File: config.mk
export PLATFORM = sky130hd
export DESIGN_NAME = disp_irq_status
export DESIGN_NICKNAME = d
export VERILOG_FILES = /design/src/rtl/disp_irq_pkg.sv /design/src/rtl/disp_irq_collect.sv /design/src/rtl/disp_irq_regs.sv /design/src/rtl/disp_irq_combine.sv /design/src/rtl/disp_irq_status.sv
export SDC_FILE = /design/constraint.sdc
export NUM_CORES = 1
export LEC_CHECK = 0
export CORE_AREA = 2 2 151 153
export CTS_BUF_LIST = sky130_fd_sc_hd__clkbuf_4
export DETAILED_ROUTE_END_ITERATION = 8
export DIE_AREA = 0 0 153 155
export PLACE_DENSITY = 0.7
export SYNTH_ARGS = -nofsm -noshare
export SYNTH_HDL_FRONTEND = slang
export SYNTH_SLANG_ARGS = --single-unit
File: constraint.sdc
create_clock -name clk -period 2.55 [get_ports clk]
set_input_delay 0.6375 -clock clk [delete_from_list [all_inputs] [get_ports clk]]
set_output_delay 0.6375 -clock clk [all_outputs]
set_load 0.005 [all_outputs]
File: src/rtl/disp_irq_pkg.sv
package disp_irq_pkg;
  // primary status positions
  localparam int PS_DIS_DONE = 0;
  localparam int PS_SOF0     = 1;
  localparam int PS_BUSERR   = 2;
  localparam int PS_ACB      = 3;
  localparam int PS_UR0      = 4;
  localparam int PS_UR1      = 5;
  localparam int PS_OUT_UR   = 6;
  localparam int PS_QDIS     = 7;
  localparam int PS_EOF0     = 8;
  localparam int PS_BR0      = 9;
  localparam int PS_SUM      = 10;
  localparam int PS_RDST     = 11;
  localparam int PS_CMD      = 12;
  localparam int PS_BCH_LO   = 28;
  localparam int PS_CLR_W    = 12;
  // control word fields
  localparam int CM_EN       = 0;
  localparam int CM_DIS_DONE = 3;
  localparam int CM_SOF      = 4;
  localparam int CM_UR0      = 5;
  localparam int CM_EOF      = 6;
  localparam int CM_QDIS     = 11;
  localparam int CM_BR       = 20;
  localparam int CM_OUT_UR   = 21;
  localparam int CM_INTBUF   = 22;
  localparam int CM_RDST     = 23;
  localparam int CM_CMD      = 24;
  // secondary layout bases (channel n uses base + n - 1)
  localparam int SEC_SOF = 0;
  localparam int SEC_EOF = 8;
  localparam int SEC_BR  = 16;
  localparam int SEC_UR  = 24;
  localparam logic [31:0] CTL_KEEP   = 32'h07FF_FFFF;
  localparam logic [31:0] SMASK_KEEP = 32'h3F3F_3F3F;
  localparam logic [31:0] SCLR_KEEP  = 32'h003E_3F3F;
  typedef enum logic [1:0] {
    RA_CTL   = 2'd0,
    RA_SMASK = 2'd1,
    RA_PSTAT = 2'd2,
    RA_SSTAT = 2'd3
  } reg_addr_e;
endpackage

File: src/rtl/disp_irq_collect.sv
module disp_irq_collect
  import disp_irq_pkg::*;
#(
  parameter int NCH = 7,
  parameter int IDW = 32,
  parameter int CHW = 3
) (
  input  logic [NCH-1:0]     ev_sof,
  input  logic [NCH-1:0]     ev_eof,
  input  logic [NCH-1:0]     ev_branch,
  input  logic [NCH-1:0]     ev_buserr,
  input  logic [1:0]         ev_underrun,
  input  logic               ev_dis_done,
  input  logic               ev_out_underrun,
  input  logic               ev_rd_status,
  input  logic               ev_cmd,
  input  logic [NCH*IDW-1:0] frame_ids,
  input  logic [31:0]        ctl_q,
  input  logic [31:0]        smask_q,
  output logic [31:0]        pset,
  output logic [31:0]        sset,
  output logic               hit,
  output logic [IDW-1:0]     id_sel,
  output logic               ber_hit,
  output logic [CHW-1:0]     ber_ch
);
  logic [NCH-1:0] uhit;
  logic           unused_sink;
  assign unused_sink = ^{ctl_q, smask_q};

  // per-channel "records its ID" flag, mask source picked by channel
  for (genvar g = 0; g < NCH; g++) begin : g_ch
    if (g == 0) begin : g_prim
      assign uhit[g] = (ev_branch[g] & ~ctl_q[CM_BR])
                     | (ev_sof[g]    & ~ctl_q[CM_SOF])
                     | (ev_eof[g]    & ~ctl_q[CM_EOF])
                     | ev_buserr[g];
    end else begin : g_sec
      assign uhit[g] = (ev_branch[g] & ~smask_q[SEC_BR  + g - 1])
                     | (ev_sof[g]    & ~smask_q[SEC_SOF + g - 1])
                     | (ev_eof[g]    & ~smask_q[SEC_EOF + g - 1])
                     | ev_buserr[g];
    end
  end

  always_comb begin
    pset              = '0;
    pset[PS_SOF0]     = ev_sof[0];
    pset[PS_EOF0]     = ev_eof[0];
    pset[PS_BR0]      = ev_branch[0];
    pset[PS_BUSERR]   = |ev_buserr;
    pset[PS_UR0]      = ev_underrun[0];
    pset[PS_UR1]      = ev_underrun[1];
    pset[PS_DIS_DONE] = ev_dis_done;
    pset[PS_OUT_UR]   = ev_out_underrun;
    pset[PS_RDST]     = ev_rd_status;
    pset[PS_CMD]      = ev_cmd;
    sset = '0;
    for (int c = 1; c < NCH; c++) begin
      sset[SEC_SOF + c - 1] = ev_sof[c];
      sset[SEC_EOF + c - 1] = ev_eof[c];
      sset[SEC_BR  + c - 1] = ev_branch[c];
    end
  end

  // ascending scan: the highest hitting channel is the one kept
  always_comb begin
    hit     = 1'b0;
    id_sel  = '0;
    ber_hit = 1'b0;
    ber_ch  = '0;
    for (int c = 0; c < NCH; c++) begin
      if (uhit[c]) begin
        hit    = 1'b1;
        id_sel = frame_ids[c*IDW +: IDW];
      end
      if (ev_buserr[c]) begin
        ber_hit = 1'b1;
        ber_ch  = CHW'(c);
      end
    end
  end
endmodule

File: src/rtl/disp_irq_regs.sv
module disp_irq_regs
  import disp_irq_pkg::*;
#(
  parameter int IDW = 32,
  parameter int CHW = 3
) (
  input  logic           clk,
  input  logic           rst_n,
  input  logic           wr_en,
  input  logic [1:0]     wr_addr,
  input  logic [31:0]    wr_data,
  input  logic           acb_nonzero,
  input  logic [31:0]    pset,
  input  logic [31:0]    sset,
  input  logic           hit,
  input  logic [IDW-1:0] id_sel,
  input  logic           ber_hit,
  input  logic [CHW-1:0] ber_ch,
  output logic [31:0]    ctl_q,
  output logic [31:0]    smask_q,
  output logic [31:0]    pst_q,
  output logic [31:0]    sst_q,
  output logic [IDW-1:0] id_q,
  output logic [31:0]    ctl_d,
  output logic [31:0]    smask_d,
  output logic [31:0]    pst_d,
  output logic [31:0]    sst_d
);
  logic        wr_ctl, wr_smask, wr_pst, wr_sst;
  logic        qdis, acb, id_en;
  logic [31:0] pclr, sclr;

  always_comb begin
    wr_ctl   = wr_en && (wr_addr == RA_CTL);
    wr_smask = wr_en && (wr_addr == RA_SMASK);
    wr_pst   = wr_en && (wr_addr == RA_PSTAT);
    wr_sst   = wr_en && (wr_addr == RA_SSTAT);
    qdis     = wr_ctl && ctl_q[CM_EN] && !wr_data[CM_EN];
    acb      = wr_ctl && wr_data[CM_EN] && !wr_data[CM_INTBUF] && acb_nonzero;
    pclr     = wr_pst ? {{(32-PS_CLR_W){1'b0}}, wr_data[PS_CLR_W-1:0]} : '0;
    sclr     = wr_sst ? (wr_data & SCLR_KEEP) : '0;
    id_en    = hit;

    ctl_d   = wr_ctl   ? (wr_data & CTL_KEEP)   : ctl_q;
    smask_d = wr_smask ? (wr_data & SMASK_KEEP) : smask_q;

    pst_d = '0;
    pst_d[PS_CMD:0] = (pst_q[PS_CMD:0] & ~pclr[PS_CMD:0]) | pset[PS_CMD:0];
    pst_d[PS_QDIS]  = pst_d[PS_QDIS] | qdis;
    pst_d[PS_ACB]   = pst_d[PS_ACB]  | acb;
    pst_d[PS_SUM]   = pst_d[PS_SUM]  | hit;
    if (ber_hit)
      pst_d[PS_BCH_LO +: CHW] = ber_ch;
    else if (pclr[PS_BUSERR])
      pst_d[PS_BCH_LO +: CHW] = '0;
    else
      pst_d[PS_BCH_LO +: CHW] = pst_q[PS_BCH_LO +: CHW];

    sst_d = (sst_q & ~sclr) | sset;
  end

  always_ff @(posedge clk or negedge rst_n) begin
    if (!rst_n) begin
      ctl_q   <= '0;
      smask_q <= '0;
      pst_q   <= '0;
      sst_q   <= '0;
      id_q    <= '0;
    end else begin
      ctl_q   <= ctl_d;
      smask_q <= smask_d;
      pst_q   <= pst_d;
      sst_q   <= sst_d;
      if (id_en) id_q <= id_sel;
    end
  end
endmodule

File: src/rtl/disp_irq_combine.sv
module disp_irq_combine
  import disp_irq_pkg::*;
(
  input  logic        clk,
  input  logic        rst_n,
  input  logic [31:0] pst_d,
  input  logic [31:0] sst_d,
  input  logic [31:0] ctl_d,
  input  logic [31:0] smask_d,
  output logic        irq
);
  logic irq_d;
  logic unused_sink;
  assign unused_sink = ^{pst_d, ctl_d};

  always_comb begin
    irq_d = (pst_d[PS_DIS_DONE] & ~ctl_d[CM_DIS_DONE])
          | (pst_d[PS_SOF0]     & ~ctl_d[CM_SOF])
          | (pst_d[PS_UR0]      & ~ctl_d[CM_UR0])
          | (pst_d[PS_UR1]      & ~smask_d[SEC_UR])
          | (pst_d[PS_OUT_UR]   & ~ctl_d[CM_OUT_UR])
          | (pst_d[PS_QDIS]     & ~ctl_d[CM_QDIS])
          | (pst_d[PS_EOF0]     & ~ctl_d[CM_EOF])
          | (pst_d[PS_BR0]      & ~ctl_d[CM_BR])
          | (pst_d[PS_RDST]     & ~ctl_d[CM_RDST])
          | (pst_d[PS_CMD]      & ~ctl_d[CM_CMD])
          | (|(sst_d & ~smask_d));
  end

  always_ff @(posedge clk or negedge rst_n) begin
    if (!rst_n) irq <= 1'b0;
    else        irq <= irq_d;
  end
endmodule

File: src/rtl/disp_irq_status.sv
module disp_irq_status
  import disp_irq_pkg::*;
#(
  parameter int NCH = 7,
  parameter int IDW = 32
) (
  input  logic               clk,
  input  logic               rst_n,
  input  logic [NCH-1:0]     ev_sof,
  input  logic [NCH-1:0]     ev_eof,
  input  logic [NCH-1:0]     ev_branch,
  input  logic [NCH-1:0]     ev_buserr,
  input  logic [1:0]         ev_underrun,
  input  logic               ev_dis_done,
  input  logic               ev_out_underrun,
  input  logic               ev_rd_status,
  input  logic               ev_cmd,
  input  logic               acb_nonzero,
  input  logic [NCH*IDW-1:0] frame_ids,
  input  logic               wr_en,
  input  logic [1:0]         wr_addr,
  input  logic [31:0]        wr_data,
  output logic [31:0]        prim_status,
  output logic [31:0]        sec_status,
  output logic [IDW-1:0]     int_id,
  output logic               irq
);
  localparam int CHW = $clog2(NCH);

  logic [31:0]    pset, sset;
  logic           hit, ber_hit;
  logic [IDW-1:0] id_sel;
  logic [CHW-1:0] ber_ch;
  logic [31:0]    ctl_q, smask_q, pst_q, sst_q;
  logic [31:0]    ctl_d, smask_d, pst_d, sst_d;
  logic [IDW-1:0] id_q;

  disp_irq_collect #(.NCH(NCH), .IDW(IDW), .CHW(CHW)) u_collect (
    .ev_sof(ev_sof), .ev_eof(ev_eof), .ev_branch(ev_branch),
    .ev_buserr(ev_buserr), .ev_underrun(ev_underrun),
    .ev_dis_done(ev_dis_done), .ev_out_underrun(ev_out_underrun),
    .ev_rd_status(ev_rd_status), .ev_cmd(ev_cmd),
    .frame_ids(frame_ids), .ctl_q(ctl_q), .smask_q(smask_q),
    .pset(pset), .sset(sset), .hit(hit), .id_sel(id_sel),
    .ber_hit(ber_hit), .ber_ch(ber_ch)
  );

  disp_irq_regs #(.IDW(IDW), .CHW(CHW)) u_regs (
    .clk(clk), .rst_n(rst_n), .wr_en(wr_en), .wr_addr(wr_addr),
    .wr_data(wr_data), .acb_nonzero(acb_nonzero),
    .pset(pset), .sset(sset), .hit(hit), .id_sel(id_sel),
    .ber_hit(ber_hit), .ber_ch(ber_ch),
    .ctl_q(ctl_q), .smask_q(smask_q), .pst_q(pst_q), .sst_q(sst_q),
    .id_q(id_q), .ctl_d(ctl_d), .smask_d(smask_d), .pst_d(pst_d),
    .sst_d(sst_d)
  );

  disp_irq_combine u_combine (
    .clk(clk), .rst_n(rst_n), .pst_d(pst_d), .sst_d(sst_d),
    .ctl_d(ctl_d), .smask_d(smask_d), .irq(irq)
  );

  assign prim_status = pst_q;
  assign sec_status  = sst_q;
  assign int_id      = id_q;
endmodule

==> results_dict.tcl <==
set metrics [dict create \
    r2r_setup_slack_ns 0.36 \
    fin_skew_ns 0.0346 \
    pwr_density_cell_mw_per_mm2 415 \
    synthArstFlopShare_pct 100 \
    cts_sinks 96 \
    drc_errors 0 \
    grt_setup_unrepaired "false" \
    cts_tree "built" \
    grt_usage_pct 23.6 \
    path_max_fanout 33 \
    drtIter0Drc 644 \
    netlist_instances 763 \
    reg2reg_depth 7 \
    die_w_um 153 \
    hold_viol 0 \
    yosys_most_used_dff "dfrtp_1" \
    crit_end "u_regs.id_q[6]" \
    yosysSeqAreaShare_pct 37.8 \
    core-area_sq_mm 0.0222 \
    maxSlewViolCount 0 \
    r2r-start "u_regs.smask_q[16]" \
    numCtsBuffers 9 \
    grt_pass1_vias 7634 \
    clockBufferDepth 2 \
    crit_arrival_ns 2.88 \
    port_buffers 353 \
    grt_max_degree 66 \
    area_growth_pct 75.1 \
    cts_hold_buf 0 \
    drtAntennaViolNets 0 \
    hp-class "in -> async" \
    maxCapViolCount 0 \
    grt_overflow 0 \
    antenna_found_initial 2 \
    final_util_pct 50.0 \
    crit_slowest_cell "or4_1" \
    synth-seq-cells 96 \
    drive_above_1_share_pct 15.7 \
    min_period_ns 2.51 \
    clk_pin_slew_ns 0.20 \
    worst_setup_path_end_kind "flop" \
    finalCritPeriodShare_pct 98.4 \
    num_io_pins 393 \
    holdWs_ns 0.101 \
    clkLatencyLatePin_ns 0.51 \
    syn-cell-area_sq_mm 0.00635 \
    clock.fmax_ghz 0.398 \
    postSynthAreaPerCell_sq_um 8.32 \
    first_pass_iters 5 \
    post_cts_resized 0 \
    start_util_pct 28.6 \
    cpLargestDelayFamily "simple AND/OR/NAND/NOR gates" \
    maxSlewHeadroom_pct 53.2 \
    die_area_sq_mm 0.0237 \
    routabilityCongestion 0.963 \
    path_buf_inv 3 \
    power.leakage_uw 0.00433 \
    setup_tns_ns 0 \
    nets 1467 \
    routed-via-count 7688 \
    critPathKind "in -> reg" \
    worstPathRequired_ns 2.92 \
    htreeDepth 3 \
    fillers 2095 \
    routedWlPerCell_um 20.3 \
    synth_cell_types 54 \
    slowest_delay_ns 0.57 \
    ctsRootBufferMaster "clkbuf_4" \
    grt_pass1_wl_mm 43.3 \
    setup-violations-final 0 \
    wl_mm 29.7 \
    dp_hpwl_mm 23.0 \
    worstSetupStartpoint "ev_eof[4]" \
    chipHeight_um 155 \
    ir_worst_vdd_uv 283 \
    worstMarginPinSlew_ns 0.693 \
    viasPerCell 5.25 \
    yosysWarnings 0 \
    fin_cells 1463 \
    placedCellCount 1444 \
    crit_path_frequent_cell "buf_12" \
    outcome "finished, final reports clean" \
    cts_setup_buffers 0 \
    start_kind "input pin" \
    synth_edf_count 0 \
    crit_cells 9 \
    r2r-end "u_regs.id_q[9]" \
    crit_chain "clkdlybuf4s50_1, nor2b_1, or4_1, buf_12, nor4_4, nand3_2, buf_12, nor2_1, a31oi_2" \
    rows 55 \
]
-- metal layers --
| layer | track usage (%) | up-vias | wire length, um |
|---|---|---|---|
| met5 | 0 | - | 0 |
| met4 | 8.82 | 0 | 947 |
| met3 | 6.16 | 58 | 2590 |
| met2 | 40.3 | 397 | 14500 |
| met1 | 28.7 | 3685 | 11700 |
| li1 | - | 3548 | - |
-- cell usage after synthesis (2+ instances only) --
cell type	instances	area share (%)
a211oi_1	3	0.35
a21boi_0	2	0.24
a21o_1	9	1.1
a21oi_1	118	9.3
a31oi_1	12	1.2
a31oi_2	21	4.1
a32o_1	2	0.32
and3_1	2	0.20
and4b_1	2	0.32
buf_2	8	0.63
buf_4	30	3.5
buf_6	6	1.1
clkbuf_1	44	2.6
dfrtp_1	96	38
inv_1	24	1.4
mux2_2	24	4.3
nand2_1	109	6.4
nand2b_1	12	1.2
nand3_1	2	0.16
nand4b_1	2	0.28
nor2_1	69	4.1
nor2_2	8	0.79
nor2b_1	10	0.99
nor3_1	2	0.16
nor4_1	3	0.30
o2111ai_1	34	4.7
o21ai_0	40	3.2
o21bai_1	3	0.35
o221a_2	2	0.35
o22a_1	2	0.28
o22ai_1	3	0.30
o311ai_0	33	4.6
or2_2	3	0.30
or4_1	3	0.35
-- cell families (layout without fill, tap and decap cells) --
family	Yosys count	after routing	synth area share, %
other cells	1	32	0.0591
compound gates	293	293	31.6
simple gates	234	234	16.6
mux	26	26	4.59
buf+inv	113	497	9.32
flops	96	96	37.8
-- final cells by class --
class                           count  area (sq um)  share of cell area (%)
Antenna cell                        2          5.00                  0.0450
Clock buffer                        9          67.6                   0.608
Clock inverter                      7           104                   0.934
Inverter                           24          90.1                   0.810
Multi-Input combinational cell    583          3500                    31.5
Sequential cell                    96          2400                    21.6
Tap cell                          285           357                    3.21
Timing Repair Buffer              457          4590                    41.3
-- cell usage in the layout (no fill, tap or decap), types with 3 or more instances in the layout --
master / Yosys / final
clkdlybuf4s50_1: 0 / 352
a21oi_1: 118 / 118
nand2_1: 109 / 109
dfrtp_1: 96 / 96
buf_4: 30 / 83
nor2_1: 69 / 69
o21ai_0: 40 / 40
o2111ai_1: 34 / 33
o311ai_0: 33 / 33
conb_1: 1 / 30
mux2_2: 24 / 24
inv_1: 24 / 24
a31oi_2: 21 / 21
buf_12: 0 / 21
a31oi_1: 12 / 12
nand2b_1: 12 / 12
nor2b_1: 10 / 10
a21o_1: 9 / 9
clkbuf_4: 0 / 9
nor2_2: 8 / 8
clkinv_8: 0 / 4
or2_2: 3 / 3
o22ai_1: 3 / 3
a211oi_1: 3 / 3
o21bai_1: 3 / 3
or4_1: 3 / 3
-- sequential cells by signal (all words and copies together), names as in the netlist --
register	count
u_combine.irq	1
u_regs.ctl_q	10
u_regs.smask_q	19
u_regs.id_q	32
u_regs.sst_q	18
u_regs.pst_q	16
-- worst reg2reg max path: cells and delay by family, from the launching register on --
| kind | cells | cell delay (ns) |
|---|---|---|
| AO/OA/AOI/OAI | 3 | 1.09 |
| buffers and inverters | 1 | 0.17 |
| flip-flops | 1 | 0.40 |
| AND/OR/NAND/NOR | 3 | 0.47 |
-- power breakdown --
part           switching (uW)  total (uW)  internal, uW
registers                 102        1800          1690
logic                     832        1870          1040
clock network             684         944           260
-- metrics by stage --
step           total power [uW]  worst slack (ns)  area (sq um)
6_report                   4610            0.0397         11100
5_1_grt                    4850           0.00187         11100
4_1_cts                    4650            0.0835         11100
3_5_place_dp               3690            -0.455         10900
3_3_place_gp               3670            -0.413         10900
2_1_floorplan              2490             0.249          6460
-- worst min path at each step --
stage,cells after the start,slack [ns],to,start
after CTS,1,0.09,u_regs.id_q[25],rst_n
after global routing,1,0.1,u_regs.id_q[25],rst_n
final,1,0.10,u_regs.id_q[25],rst_n
after detailed placement,2,0.47,u_regs.pst_q[12],u_regs.pst_q[12]
after global placement,1,0.46,u_regs.pst_q[2],u_regs.pst_q[2]
after floorplan,0,0.34,u_combine.irq,rst_n
Power figures use the tool's default switching activity.
